`src/rtl/tt_pkg.sv`:
```
// Shared types of the cassette transport controller.
// Assumes: a single clock domain; all encodings are internal only.
package tt_pkg;

    typedef enum logic [2:0] {
        MODE_STOP   = 3'd0,
        MODE_PLAY_F = 3'd1,
        MODE_PLAY_R = 3'd2,
        MODE_FFWD   = 3'd3,
        MODE_REWIND = 3'd4
    } mode_t;

    typedef enum logic [1:0] {
        DIR_NONE = 2'd0,
        DIR_FWD  = 2'd1,
        DIR_REV  = 2'd2
    } dir_t;

endpackage

```
`src/rtl/tt_tick_delay.sv`:
```
// Counts reference ticks while not cleared and reports when N ticks have
// been seen. Assumes tick is a one-cycle pulse; the count saturates at N.
module tt_tick_delay #(
    parameter int N = 100
) (
    input  logic clk,
    input  logic rst_n,
    input  logic clr,
    input  logic tick,
    output logic done
);
    localparam int W = $clog2(N + 1);
    localparam logic [W-1:0] LIM = W'(N);

    logic [W-1:0] cnt;

    // Tick counter: cleared on request, saturating at the limit.
    always_ff @(posedge clk) begin
        if (!rst_n || clr) begin
            cnt <= '0;
        end else if (tick && cnt != LIM) begin
            cnt <= cnt + 1'b1;
        end
    end

    assign done = (cnt == LIM);
endmodule

```
`src/rtl/tt_motion_watch.sv`:
```
// Tape-motion watchdog: counts reference ticks since the last motion pulse
// while the transport moves; flags a fault when the window is used up.
// Assumes motion_pulse and tick are synchronous one-cycle pulses.
module tt_motion_watch #(
    parameter int WINDOW = 500
) (
    input  logic clk,
    input  logic rst_n,
    input  logic moving,
    input  logic motion_pulse,
    input  logic tick,
    output logic fault
);
    localparam int W = $clog2(WINDOW + 1);
    localparam logic [W-1:0] LIM = W'(WINDOW);

    logic [W-1:0] silent;

    // Silence counter: reset by motion or by standing still.
    always_ff @(posedge clk) begin
        if (!rst_n || !moving || motion_pulse) begin
            silent <= '0;
        end else if (tick && silent != LIM) begin
            silent <= silent + 1'b1;
        end
    end

    assign fault = moving && (silent == LIM);
endmodule

```
`src/rtl/tt_blink.sv`:
```
// Free-running flash phase for the stop LED: toggles every HALF ticks.
// Assumes tick is a one-cycle pulse.
module tt_blink #(
    parameter int HALF = 250
) (
    input  logic clk,
    input  logic rst_n,
    input  logic tick,
    output logic phase
);
    localparam int W = (HALF > 1) ? $clog2(HALF) : 1;
    localparam logic [W-1:0] LAST = W'(HALF - 1);

    logic [W-1:0] cnt;

    // Divider and phase flip-flop.
    always_ff @(posedge clk) begin
        if (!rst_n) begin
            cnt   <= '0;
            phase <= 1'b0;
        end else if (tick) begin
            if (cnt == LAST) begin
                cnt   <= '0;
                phase <= ~phase;
            end else begin
                cnt <= cnt + 1'b1;
            end
        end
    end
endmodule

```
`src/rtl/tt_mode_fsm.sv`:
```
// Transport mode state machine: cassette loss, resume, watchdog stop,
// button priority and record arming. Assumes button inputs are one-cycle
// pulses and that cass_absent is already debounced.
module tt_mode_fsm
    import tt_pkg::*;
(
    input  logic  clk,
    input  logic  rst_n,
    input  logic  cass_absent,
    input  logic  fault,
    input  logic  btn_play_fwd,
    input  logic  btn_play_rev,
    input  logic  btn_ffwd,
    input  logic  btn_rewind,
    input  logic  btn_stop,
    input  logic  btn_record,
    input  logic  wp_fwd,
    input  logic  wp_rev,
    output mode_t mode,
    output dir_t  held,
    output logic  rec,
    output logic  absent_r,
    output logic  play_start
);
    mode_t n_mode;
    dir_t  n_held;
    logic  n_rec;
    logic  any_btn;
    logic  rec_ok;

    assign any_btn = btn_stop | btn_play_fwd | btn_play_rev | btn_ffwd | btn_rewind;
    assign rec_ok  = btn_record &&
                     ((mode == MODE_PLAY_F && !wp_fwd) ||
                      (mode == MODE_PLAY_R && !wp_rev));

    // Next-state selection in fixed priority order.
    always_comb begin
        n_mode = mode;
        n_held = held;
        n_rec  = rec;
        if (cass_absent) begin
            n_mode = MODE_STOP;
            n_rec  = 1'b0;
            if (btn_stop)                 n_held = DIR_NONE;
            else if (mode == MODE_PLAY_F) n_held = DIR_FWD;
            else if (mode == MODE_PLAY_R) n_held = DIR_REV;
        end else if (held != DIR_NONE) begin
            n_held = DIR_NONE;
            n_rec  = 1'b0;
            if (btn_stop)            n_mode = MODE_STOP;
            else if (held == DIR_FWD) n_mode = MODE_PLAY_F;
            else                      n_mode = MODE_PLAY_R;
        end else if (fault) begin
            n_mode = MODE_STOP;
            n_rec  = 1'b0;
        end else if (any_btn) begin
            n_rec = 1'b0;
            if (btn_stop)          n_mode = MODE_STOP;
            else if (btn_play_fwd) n_mode = MODE_PLAY_F;
            else if (btn_play_rev) n_mode = MODE_PLAY_R;
            else if (btn_ffwd)     n_mode = MODE_FFWD;
            else                   n_mode = MODE_REWIND;
        end else if (rec_ok) begin
            n_rec = 1'b1;
        end
    end

    // State registers with synchronous active-low reset.
    always_ff @(posedge clk) begin
        if (!rst_n) begin
            mode       <= MODE_STOP;
            held       <= DIR_NONE;
            rec        <= 1'b0;
            absent_r   <= 1'b0;
            play_start <= 1'b0;
        end else begin
            mode       <= n_mode;
            held       <= n_held;
            rec        <= n_rec;
            absent_r   <= cass_absent;
            play_start <= (n_mode == MODE_PLAY_F || n_mode == MODE_PLAY_R) &&
                          (n_mode != mode);
        end
    end
endmodule

```
`src/rtl/tape_transport_ctrl.sv`:
```
// Top of the cassette transport controller. Combines the mode machine,
// three tick delays (mute release, oscillator enable, direction relay),
// the motion watchdog and the stop LED flasher. Assumes tick_1k is a
// one-cycle pulse at the reference rate and all inputs are synchronous.
module tape_transport_ctrl
    import tt_pkg::*;
#(
    parameter int MUTE_TICKS  = 100,
    parameter int OSC_TICKS   = 100,
    parameter int REL_TICKS   = 200,
    parameter int WATCH_TICKS = 500,
    parameter int BLINK_HALF  = 250
) (
    input  logic clk,
    input  logic rst_n,
    input  logic tick_1k,
    input  logic btn_play_fwd,
    input  logic btn_play_rev,
    input  logic btn_ffwd,
    input  logic btn_rewind,
    input  logic btn_stop,
    input  logic btn_record,
    input  logic wp_fwd,
    input  logic wp_rev,
    input  logic cass_absent,
    input  logic motion_pulse,
    output logic capstan_on,
    output logic reel_ffwd,
    output logic reel_rewind,
    output logic dir_relay,
    output logic mute,
    output logic rec_en,
    output logic osc_en,
    output logic led_play_fwd,
    output logic led_play_rev,
    output logic led_stop,
    output logic led_record
);
    localparam int NDLY = 3;
    localparam int DLY_MUTE = 0;
    localparam int DLY_OSC  = 1;
    localparam int DLY_REL  = 2;
    localparam int DLY_TICKS [NDLY] = '{MUTE_TICKS, OSC_TICKS, REL_TICKS};

    mode_t mode;
    dir_t  held;
    logic  rec, absent_r, play_start, fault, blink_ph;
    logic  is_play, is_rev;
    logic  [NDLY-1:0] dly_clr, dly_done;

    tt_mode_fsm u_fsm (
        .clk          (clk),
        .rst_n        (rst_n),
        .cass_absent  (cass_absent),
        .fault        (fault),
        .btn_play_fwd (btn_play_fwd),
        .btn_play_rev (btn_play_rev),
        .btn_ffwd     (btn_ffwd),
        .btn_rewind   (btn_rewind),
        .btn_stop     (btn_stop),
        .btn_record   (btn_record),
        .wp_fwd       (wp_fwd),
        .wp_rev       (wp_rev),
        .mode         (mode),
        .held         (held),
        .rec          (rec),
        .absent_r     (absent_r),
        .play_start   (play_start)
    );

    assign is_play = (mode == MODE_PLAY_F) || (mode == MODE_PLAY_R);
    assign is_rev  = (mode == MODE_PLAY_R);

    // Clear conditions: each delay restarts on every new play state.
    assign dly_clr[DLY_MUTE] = !is_play || play_start;
    assign dly_clr[DLY_OSC]  = !is_play || play_start;
    assign dly_clr[DLY_REL]  = !is_rev  || play_start;

    for (genvar g = 0; g < NDLY; g++) begin : g_dly
        tt_tick_delay #(.N(DLY_TICKS[g])) u_dly (
            .clk   (clk),
            .rst_n (rst_n),
            .clr   (dly_clr[g]),
            .tick  (tick_1k),
            .done  (dly_done[g])
        );
    end

    tt_motion_watch #(.WINDOW(WATCH_TICKS)) u_watch (
        .clk          (clk),
        .rst_n        (rst_n),
        .moving       (mode != MODE_STOP),
        .motion_pulse (motion_pulse),
        .tick         (tick_1k),
        .fault        (fault)
    );

    tt_blink #(.HALF(BLINK_HALF)) u_blink (
        .clk   (clk),
        .rst_n (rst_n),
        .tick  (tick_1k),
        .phase (blink_ph)
    );

    // Output decode; delayed outputs are gated by the state they belong to.
    assign capstan_on   = is_play;
    assign reel_ffwd    = (mode == MODE_FFWD);
    assign reel_rewind  = (mode == MODE_REWIND);
    assign mute         = cass_absent || !(is_play && !play_start && dly_done[DLY_MUTE]);
    assign osc_en       = is_play && !play_start && dly_done[DLY_OSC];
    assign dir_relay    = is_rev && !play_start && dly_done[DLY_REL];
    assign rec_en       = rec;
    assign led_record   = rec;
    assign led_play_fwd = (mode == MODE_PLAY_F) || (held == DIR_FWD);
    assign led_play_rev = (mode == MODE_PLAY_R) || (held == DIR_REV);
    assign led_stop     = (mode == MODE_STOP) && (absent_r ? blink_ph : 1'b1);
endmodule

```
`config.mk`:
```
export PLATFORM = sky130hd
export DESIGN_NAME = tape_transport_ctrl
export DESIGN_NICKNAME = d
export VERILOG_FILES = /design/src/rtl/tt_pkg.sv /design/src/rtl/tt_tick_delay.sv /design/src/rtl/tt_motion_watch.sv /design/src/rtl/tt_blink.sv /design/src/rtl/tt_mode_fsm.sv /design/src/rtl/tape_transport_ctrl.sv
export SDC_FILE = /design/constraint.sdc
export NUM_CORES = 1
export LEC_CHECK = 0
export BUFFER_PORTS_ARGS = -buffer_cell sky130_fd_sc_hd__buf_2
export CAP_MARGIN = 20
export CORE_MARGIN = 1
export CORE_UTILIZATION = 45
export CTS_BUF_LIST = sky130_fd_sc_hd__clkbuf_8 sky130_fd_sc_hd__clkbuf_16
export DETAILED_ROUTE_END_ITERATION = 7
export GPL_ROUTABILITY_DRIVEN = 0
export SLEW_MARGIN = 20
export SYNTH_ARGS = -nofsm -noshare
export SYNTH_HDL_FRONTEND = slang
export SYNTH_HIERARCHICAL = 1
export SYNTH_SLANG_ARGS = --single-unit
```
`constraint.sdc`:
```
create_clock -name clk -period 2.5 [get_ports clk]
set_input_delay 0.25 -clock clk [delete_from_list [all_inputs] [get_ports clk]]
set_output_delay 0.25 -clock clk [all_outputs]
set_load 0.005 [all_outputs]
```
==> key figures, run 1 <==
Die
  – Die Footprint: 6129 um^2
  – Die X-Extent: 78.29 um
  – Vert. Die Dim: slightly below 80 um
  – Core Region: 5574 um^2
  – Num rows: 27
  – Initial core utilization: between 40 and 50%
  – Top Ports: 24

Synthesis
  – Number of synthesis warnings: 6
  – Number of synthesized flops with an enable pin: 0
  – Synthesized area: 2619 um^2
  – Most frequent cell after synthesis: dfxtp_1
  – Area contributors post-synth: dfxtp_1, nand2_1, ha_1
  – Ys async rst share: 0%
  – Post-synthesis cell type count: 59
  – Commonest cells post-synth: dfxtp_1, nand2_1, inv_1
  – Synth area leader: dfxtp_1
  – Most used DFF post-synth: dfxtp_1
  – Synthesized Nets: 333
  – Post-synthesis register bit count: 48
  – Sequential area share after synthesis: between 30% and 40%
  – Cells after synthesis: just over 300
  – Synth Area per Inst: 8.448 um^2
  – Top cell type's share of synthesized area: a little under two fifths

Routing
  – 1st-iter DRT viols: 120
  – Routed len/inst: 13.05 um
  – Via density: 5.489
  – Drt pass-1 iters: 4
  – Remaining DRCs: 0
  – Post-DRT Antenna Nets: 0
  – Total Wirelength: 5363 um
  – Via count: between 2000 and 2500

Clock tree
  – Root Buffer: clkbuf_8
  – # clock sinks: 48
  – PostCTS Resize Cnt: 0
  – Post-CTS Repair Setup Buffers: 0
  – Clock buffer depth: 2
  – Num CTS Buffers: 5
  – CTS tree: yes
  – Clock transition at the registers of the reported paths: 0.08 ns
  – Clock latency at the later pin of the worst-skew pair: around 0.30 ns
  – H-tree Lvls: 2
  – Hold buffer count at cts: 0

Worst setup path
  – CP Class: flop to flop
  – Worst setup SP type: flop
  – R2R depth: 7
  – Required @ worst endpoint: 2.72 ns
  – Arrival time at the worst endpoint: approximately 2.3 ns
  – CP endpoint kind: flop
  – Reg-to-reg endpoint: u_fsm/play_start$_SDFF_PN0_
  – R2R Setup Slk: 0.46 ns
  – Worst R2R Start: u_fsm/mode[1]$_SDFF_PN0_
  – Maximum net fanout on the critical path: 11

Min path
  – Hold EP: u_fsm/rec$_SDFFE_PP0P_
  – HP Class: input port to flop
  – Hold Crit Start: btn_rewind
  – Hold Crit Depth: 2

Timing
  – Skew final: roughly 0.0092 ns
  – Worst Tran Pin Value: 0.5967 ns
  – Fmax: 0.4893 GHz
  – Final period util: 81.76%
  – Crit path time final: 2.044 ns
  – Final setup fails: 0
  – Slew HR: 59.88%
  – TNS Setup: 0 ns
  – WHS: 0.1461 ns
  – Final Slew Violations: 0
  – Fin. Hold Viols: 0
  – RSZ-0062 raised after global routing: no

GRT
  – Vias in the first global route: about 2100
  – GRT overflow: 0
  – Total Routing Usage GR: 19.03%
  – Initial antenna violation count: 0
  – Largest net degree at the start of global routing: 20
  – First-pass GRT wire length: 9197 um

Final layout
  – NumNets Final: about 360
  – Diode count: 0
  – Layout Utilization: 52.32%
  – Share of layout cells above drive strength 1: 12.98%
  – Syn-to-layout area delta: 11.37%
  – Layout Cells excl Fill: 411

Placed design
  – PortBufs: 23
  – DP HPWL: 4005 um
  – Placed cells: just over 400

Power
  – PD cells: 492.2 nW/um^2
  – Peak supply drop: 0.2131 mV
  – Final total power: around 1.4 mW
  – Leak: roughly 1.0 nW

Run status
  – Status: finished, final reports clean

Run
  – Max Cap Viol: 0
==> kinds of logic after synthesis <==
kind of cell,count (synthesis),share of synthesized area (%)
fa+ha+maj,10,4.778
simple gates,138,30.15
mux,9,3.440
buf+inv,26,4.157
xor+xnor,11,3.679
flops,48,36.69
compound gates,68,17.11
==> area by class of cell <==
| class | count | area [um^2] |
|---|---|---|
| fill | 558 | 2658 |
| multi-input combinational | 236 | 1549 |
| sequential | 48 | 960.9 |
| timing repair buffer | 24 | 122.6 |
| tap | 72 | 90.09 |
| inverter | 23 | 86.33 |
| clock buffer | 5 | 68.82 |
| clock inverter | 3 | 38.79 |
==> how the worst max path moves through the flow <==
stage                                   start  cells after the start                           to
5_1_grt        u_watch/silent[0]$_SDFFE_PP0P_                      8  u_fsm/play_start$_SDFF_PN0_
4_1_cts              u_fsm/mode[1]$_SDFF_PN0_                      7  u_fsm/play_start$_SDFF_PN0_
6_report             u_fsm/mode[1]$_SDFF_PN0_                      7  u_fsm/play_start$_SDFF_PN0_
3_5_place_dp         u_fsm/mode[1]$_SDFF_PN0_                      7  u_fsm/play_start$_SDFF_PN0_
2_1_floorplan        u_fsm/mode[1]$_SDFF_PN0_                      7  u_fsm/play_start$_SDFF_PN0_
3_3_place_gp         u_fsm/mode[1]$_SDFF_PN0_                      7  u_fsm/play_start$_SDFF_PN0_
==> routing by layer <==
layer | global-route usage [%] | vias up | share of wire (%)
met5 | 0 | - | 0
met4 | 7.963 | 0 | 1.5
met3 | 3.721 | 7 | 1.9
met2 | 31.14 | 15 | 47
met1 | 24.37 | 1050 | 50
li1 | - | 1184 | -
==> cells in the final DEF (no fill, tap or decap), types with 5 or more instances in the layout <==
master / count
dfxtp_1: 48
nand2_1: 41
inv_1: 24
buf_2: 23
a21oi_1: 20
o21ai_0: 16
nor2_1: 14
nand4_1: 13
or3_1: 12
xor2_1: 10
ha_1: 10
mux2i_1: 9
nor3_1: 8
nand2b_1: 8
nor2b_1: 6
clkbuf_8: 5
==> critical path, cell delays in order, from the launching register on <==
cell	delay [ns]
dfxtp_1	0.42
or3_4	0.44
inv_1	0.06
nor3_1	0.07
or4_4	0.44
a2bb2oi_2	0.17
mux2i_1	0.16
a211oi_2	0.21
==> sequential cells by signal (all words and copies together) (netlist names), 2 cells and up <==
register         cells
g_dly.u_dly/cnt     22
u_watch/silent       9
u_fsm/mode           3
u_fsm/held           2
u_blink/cnt          8
==> per-stage QoR <==
step                area (um^2)  setup WS, ns
floorplan                  2619        0.6186
finish                     2917        0.4561
global route               2917        0.3113
detailed placement         2809        0.5025
global placement           2809        0.5366
CTS                        2917        0.4703
==> report_power, final <==
group          total (mW)  switching, mW  internal (mW)
combinational       0.101         0.0575         0.0430
sequential          0.786         0.0122          0.773
clock               0.549          0.256          0.293
total                1.44          0.326           1.11
(Power assumes the default switching activity.)
==> run 2: changes to the inputs <==
==> constraint.sdc (replaced) <==
create_clock -name clk -period 2.1 [get_ports clk]
set_input_delay 0.21 -clock clk [delete_from_list [all_inputs] [get_ports clk]]
set_output_delay 0.21 -clock clk [all_outputs]
set_load 0.005 [all_outputs]
==> run 2 against run 1 <==
  * First-iteration DRC count grew 7.5%
  * Sequential cell count stayed put
  * Critical path depth fell by 1
  * Die area did not move
  * Worst hold slack worse by 0.033 ns
  * Clock skew shrank 0.0049 ns
  * Global-route usage hardly changed
  * Setup slack lost 0.27 ns
  * Via count about the same
  * Clock-buffer cell count unchanged
  * Power rose by 8.3%
  * Design area up 0.47%
==> key figures, run 2 (synthesis results as in run 1) <==
Run status
  – Status: finished, final reports clean

Die
  – Initial core utilization: 46.98%
  – Top Ports: 24
  – Vert. Die Dim: 78.29 um
  – Die Footprint: 6129 um^2
  – Die X-Extent: 78.29 um
  – Num rows: 27
  – Core Region: 5574 um^2

Routing
  – Routed len/inst: 12.66 um
  – Total Wirelength: 5255 um
  – Via count: 2257
  – Remaining DRCs: 0
  – Via density: roughly 5.4
  – Drt pass-1 iters: 4
  – Post-DRT Antenna Nets: 0
  – 1st-iter DRT viols: between 100 and 150

GRT
  – Initial antenna violation count: 0
  – Largest net degree at the start of global routing: 20
  – First-pass GRT wire length: approximately 9400 um
  – Total Routing Usage GR: between 10% and 20%
  – GRT overflow: 0
  – Vias in the first global route: 2140

Timing
  – Final Slew Violations: 0
  – RSZ-0062 raised after global routing: no
  – Final period util: 91.37%
  – Fin. Hold Viols: 0
  – Crit path time final: 1.919 ns
  – Final setup fails: 0
  – Fmax: roughly 0.52 GHz
  – Skew final: ~0.0043 ns
  – Worst setup margin: 0.1812 ns
  – Slew HR: 73.67%
  – TNS Setup: 0 ns
  – Worst Tran Pin Value: 0.3942 ns

Worst setup path
  – Worst setup SP type: flop
  – Largest delay contributor family on the critical path: simple AND/OR/NAND/NOR gates
  – Maximum net fanout on the critical path: 5
  – Required @ worst endpoint: 1.89 ns
  – Arrival time at the worst endpoint: around 1.7 ns
  – Slowest cell on crit path: dfxtp_1
  – CP Class: flop to output pin
  – CP max stage delay: slightly above 0.4 ns
  – CP endpoint kind: output pin
  – Crit path cell chain: inv_1 > ha_1 > and4bb_1 > and4_2 > and3_1 > buf_2
  – Crit path buffers/inverters: 2

Final layout
  – Syn-to-layout area delta: 11.90%
  – Diode count: 0
  – Max reg flops: 22
  – Largest reg by FF count: g_dly.u_dly/cnt
  – Share of layout cells above drive strength 1: 14.29%
  – Finished Cell Area: 2930 um^2
  – Layout Utilization: ~53%
  – Commonest non-fill, non-tap cell in the layout: dfxtp_1
  – NumNets Final: 368
  – Biggest regs: g_dly.u_dly/cnt x22, u_watch/silent x9, u_blink/cnt x8
  – Most frequent cells in the layout: dfxtp_1, nand2_1, inv_1, buf_2, a21oi_1

Power
  – PD cells: 530.8 nW/um^2
  – Peak supply drop: ~0.34 mV
  – Leak: about 1.0 nW

Clock tree
  – Post-CTS Repair Setup Buffers: 0
  – Clock buffer depth: 2
  – CTS tree: yes
  – PostCTS Resize Cnt: 0
  – # clock sinks: between 40 and 50
  – H-tree Lvls: 2
  – Clock transition at the registers of the reported paths: 0.08 ns
  – Hold buffer count at cts: 0
  – Clock latency at the later pin of the worst-skew pair: a little under 0.3 ns
  – Root Buffer: clkbuf_8
  – Num CTS Buffers: 5

Placed design
  – Pre-CTS setup slack: roughly 0.23 ns
  – Area after DPL: 2861 um^2
  – DP HPWL: 3915 um
  – PortBufs: 23

Min path
  – HP Class: input port to flop

Run
  – Max Cap Viol: 0
[run 2: cell types whose count changed in the layout (fill, tap and decap cells not counted)]
cell	delta
buf_4	+7
bufinv_16	-1
clkinv_2	-1
inv_1	-1
[run 2: layer usage]
layer / track usage, % / vias to the layer above / routed length (um)
met5: 0 / - / 0
met4: 6.481 / 0 / 53
met3: 4.302 / 6 / 162
met2: 30.18 / 21 / 2324
met1: 25.29 / 1043 / 2716
li1: - / 1187 / -
[run 2: final timing paths]
check	from	endpoint	slack [ns]	cells past startpoint
setup reg to reg	u_watch/silent[0]$_SDFFE_PP0P_	u_fsm/play_start$_SDFF_PN0_	0.19	8
hold reg to reg	u_blink/phase$_SDFFE_PN0P_	u_blink/phase$_SDFFE_PN0P_	0.48	2
setup / recovery	g_dly[2].u_dly/cnt[0]$_SDFFE_PP0P_	dir_relay	0.18	6
hold / removal	btn_rewind	u_fsm/rec$_SDFFE_PP0P_	0.11	2
[run 2: stage by stage]
| stage | hold slack (ns) | instances | total power, mW |
|---|---|---|---|
| 4_1_cts | 0.09599 | 415 | 1.580 |
| 3_3_place_gp | 0.4209 | 410 | 1.080 |
| 6_report | 0.1128 | 415 | 1.555 |
| 3_5_place_dp | 0.4180 | 410 | 1.081 |
| 2_1_floorplan | 0.2880 | 310 | 1.030 |
| 5_1_grt | 0.09324 | 415 | 1.637 |
[run 2: area by class of cell]
cell class,count,area (um^2)
timing repair buffer,31,175.2
fill,538,2644
clock buffer,5,68.82
sequential,48,960.9
multi-input combinational,236,1549
inverter,23,86.33
tap,72,90.09
[run 2: where the power goes]
| group | switching, mW | internal (mW) |
|---|---|---|
| clock network | 0.280 | 0.215 |
| logic | 0.0713 | 0.0565 |
| registers | 0.0113 | 0.921 |
| total | 0.363 | 1.19 |
==> run 3: changes to the inputs <==
==> constraint.sdc (replaced) <==
create_clock -name clk -period 2.45 [get_ports clk]
set_input_delay 0.245 -clock clk [delete_from_list [all_inputs] [get_ports clk]]
set_output_delay 0.245 -clock clk [all_outputs]
set_load 0.005 [all_outputs]
==> run 3 against run 2 <==
  * Global-route usage is 0.34 points lower
  * Critical endpoint is now u_fsm/play_start$_SDFF_PN0_
  * Cell count is 1.4% lower
  * Combinational power is 20% lower
  * Design area is 1.5% lower
  * Sequential power is 14% lower
  * Sequential cell count stayed put
  * Die area stayed put
  * Core utilization is 0.81 points lower
  * Power is 15% lower
  * Largest cell class unchanged
  * Clock skew is 0.0024 ns lower
  * Routed wire length is 3.8% higher
==> key figures, run 3 (synthesis results as in run 1) <==
Die
  – Num rows: 27
  – Top Ports: 24
  – Core Region: 5574 um^2
  – Die X-Extent: 78.29 um
  – Die Footprint: 6129 um^2
  – Initial core utilization: 46.98%
  – Vert. Die Dim: 78.29 um

Worst setup path
  – CP Class: flop to flop
  – Required @ worst endpoint: 2.67 ns
  – Maximum net fanout on the critical path: 11
  – Arrival time at the worst endpoint: 2.26 ns
  – R2R Setup Slk: 0.41 ns
  – Worst setup SP type: flop
  – CP endpoint kind: flop

Routing
  – Via count: 2253
  – 1st-iter DRT viols: 81
  – Total Wirelength: 5455 um
  – Via density: between 5 and 6
  – Remaining DRCs: 0
  – Drt pass-1 iters: 4
  – Routed len/inst: 13.34 um
  – Post-DRT Antenna Nets: 0

Timing
  – Worst Tran Pin Value: 0.6266 ns
  – Final setup fails: 0
  – RSZ-0062 raised after global routing: no
  – Fmax: 0.4900 GHz
  – Fin. Hold Viols: 0
  – Final Slew Violations: 0
  – TNS Setup: 0 ns
  – Skew final: about 0.0018 ns
  – Final period util: 83.30%
  – Slew HR: between 50% and 60%
  – Crit path time final: 2.041 ns
  – Worst setup margin: 0.4091 ns

GRT
  – Initial antenna violation count: 0
  – First-pass GRT wire length: 9066 um
  – Largest net degree at the start of global routing: 20
  – Busiest grt layer: met2
  – Met3 Use GR: 3.953%
  – Total Routing Usage GR: 18.66%
  – GRT met1 Usage: 24.16%
  – Met2 usage: around 30%
  – Vias in the first global route: 1985
  – GRT overflow: 0

Run status
  – Status: finished, final reports clean

Clock tree
  – Num CTS Buffers: 5
  – Clock transition at the registers of the reported paths: 0.08 ns
  – PostCTS Resize Cnt: 0
  – Root Buffer: clkbuf_8
  – H-tree Lvls: 2
  – Post-CTS Repair Setup Buffers: 0
  – Clock latency at the later pin of the worst-skew pair: slightly below 0.3 ns
  – Hold buffer count at cts: 0
  – CTS tree: yes
  – # clock sinks: 48
  – Clock buffer depth: 2

Power
  – PD cells: between 400 and 500 nW/um^2
  – Peak supply drop: 0.2395 mV
  – Clock share of power: 32.0%
  – NetSw: just over 0.3 mW
  – Leak: 1.008 nW
  – Sw frac: 23.38%
  – Combinational power share: 7.7%
  – Seq pwr share: between 60 and 70%
  – Pint: just over 1 mW

Placed design
  – Area after DPL: between 2000 and 3000 um^2
  – Pre-CTS setup slack: about 0.44 ns
  – PortBufs: 23
  – DP HPWL: a little over 4000 um
  – Placed cells: about 400

Final layout
  – Syn-to-layout area delta: 10.18%
  – Largest reg by FF count: g_dly.u_dly/cnt
  – Layout Utilization: between 50% and 60%
  – Max reg flops: 22
  – Layout Cells excl Fill: 409
  – Commonest non-fill, non-tap cell in the layout: dfxtp_1
  – Diode count: 0
  – Share of layout cells above drive strength 1: 12.76%
  – NumNets Final: 362
  – Most frequent cells in the layout: dfxtp_1, nand2_1, inv_1, buf_2, a21oi_1
  – Biggest regs: g_dly.u_dly/cnt x22, u_watch/silent x9, u_blink/cnt x8
  – Finished Cell Area: 2885 um^2

Run
  – Max Cap Viol: 0

Min path
  – HP Class: input port to flop
## run 3: stage by stage
step	hold WS [ns]	total power, mW
2_1_floorplan	0.3230	0.8826
3_3_place_gp	0.4559	0.9233
3_5_place_dp	0.4576	0.9231
4_1_cts	0.1348	1.352
5_1_grt	0.1482	1.396
6_report	0.1486	1.329
## run 3: path summary, 6_finish.rpt
kind	start	endpoint	cells past startpoint
max	u_fsm/mode[1]$_SDFF_PN0_	u_fsm/play_start$_SDFF_PN0_	7
min	btn_rewind	u_fsm/rec$_SDFFE_PP0P_	2
max reg2reg	u_fsm/mode[1]$_SDFF_PN0_	u_fsm/play_start$_SDFF_PN0_	7
min reg2reg	u_blink/phase$_SDFFE_PN0P_	u_blink/phase$_SDFFE_PN0P_	2
## run 3: layout make-up
| cell class | instances | area, um^2 |
|---|---|---|
| tap | 72 | 90.09 |
| sequential | 48 | 960.9 |
| fill | 556 | 2689 |
| timing repair buffer | 25 | 130.1 |
| inverter | 23 | 86.33 |
| multi-input combinational | 236 | 1549 |
| clock buffer | 5 | 68.82 |
## run 3: per-layer routing
metal | wire length, um | vias to the layer above | part of all wire, %
li1 | - | 1173 | -
met1 | 2703 | 1062 | 50
met2 | 2567 | 12 | 47
met3 | 111 | 6 | 2.0
met4 | 72 | 0 | 1.3
met5 | 0 | - | 0
## run 3: power groups by stage
| stage | Combinational [mW] | Clock, mW | Sequential [mW] |
|---|---|---|---|
| 3_5_place_dp | 0.103 | 0 | 0.820 |
| 3_3_place_gp | 0.103 | 0 | 0.820 |
| 6_report | 0.103 | 0.425 | 0.802 |
| 2_1_floorplan | 0.0655 | 0 | 0.817 |
| 4_1_cts | 0.103 | 0.447 | 0.802 |
| 5_1_grt | 0.115 | 0.477 | 0.804 |
## run 3: critical path: stages, from the launching register on
cell and delay, ns:
dfxtp_1 0.41, or3_4 0.44, inv_1 0.06, nor3_1 0.07, or4_4 0.44, a2bb2oi_2 0.17
mux2i_1 0.16, a211oi_2 0.21
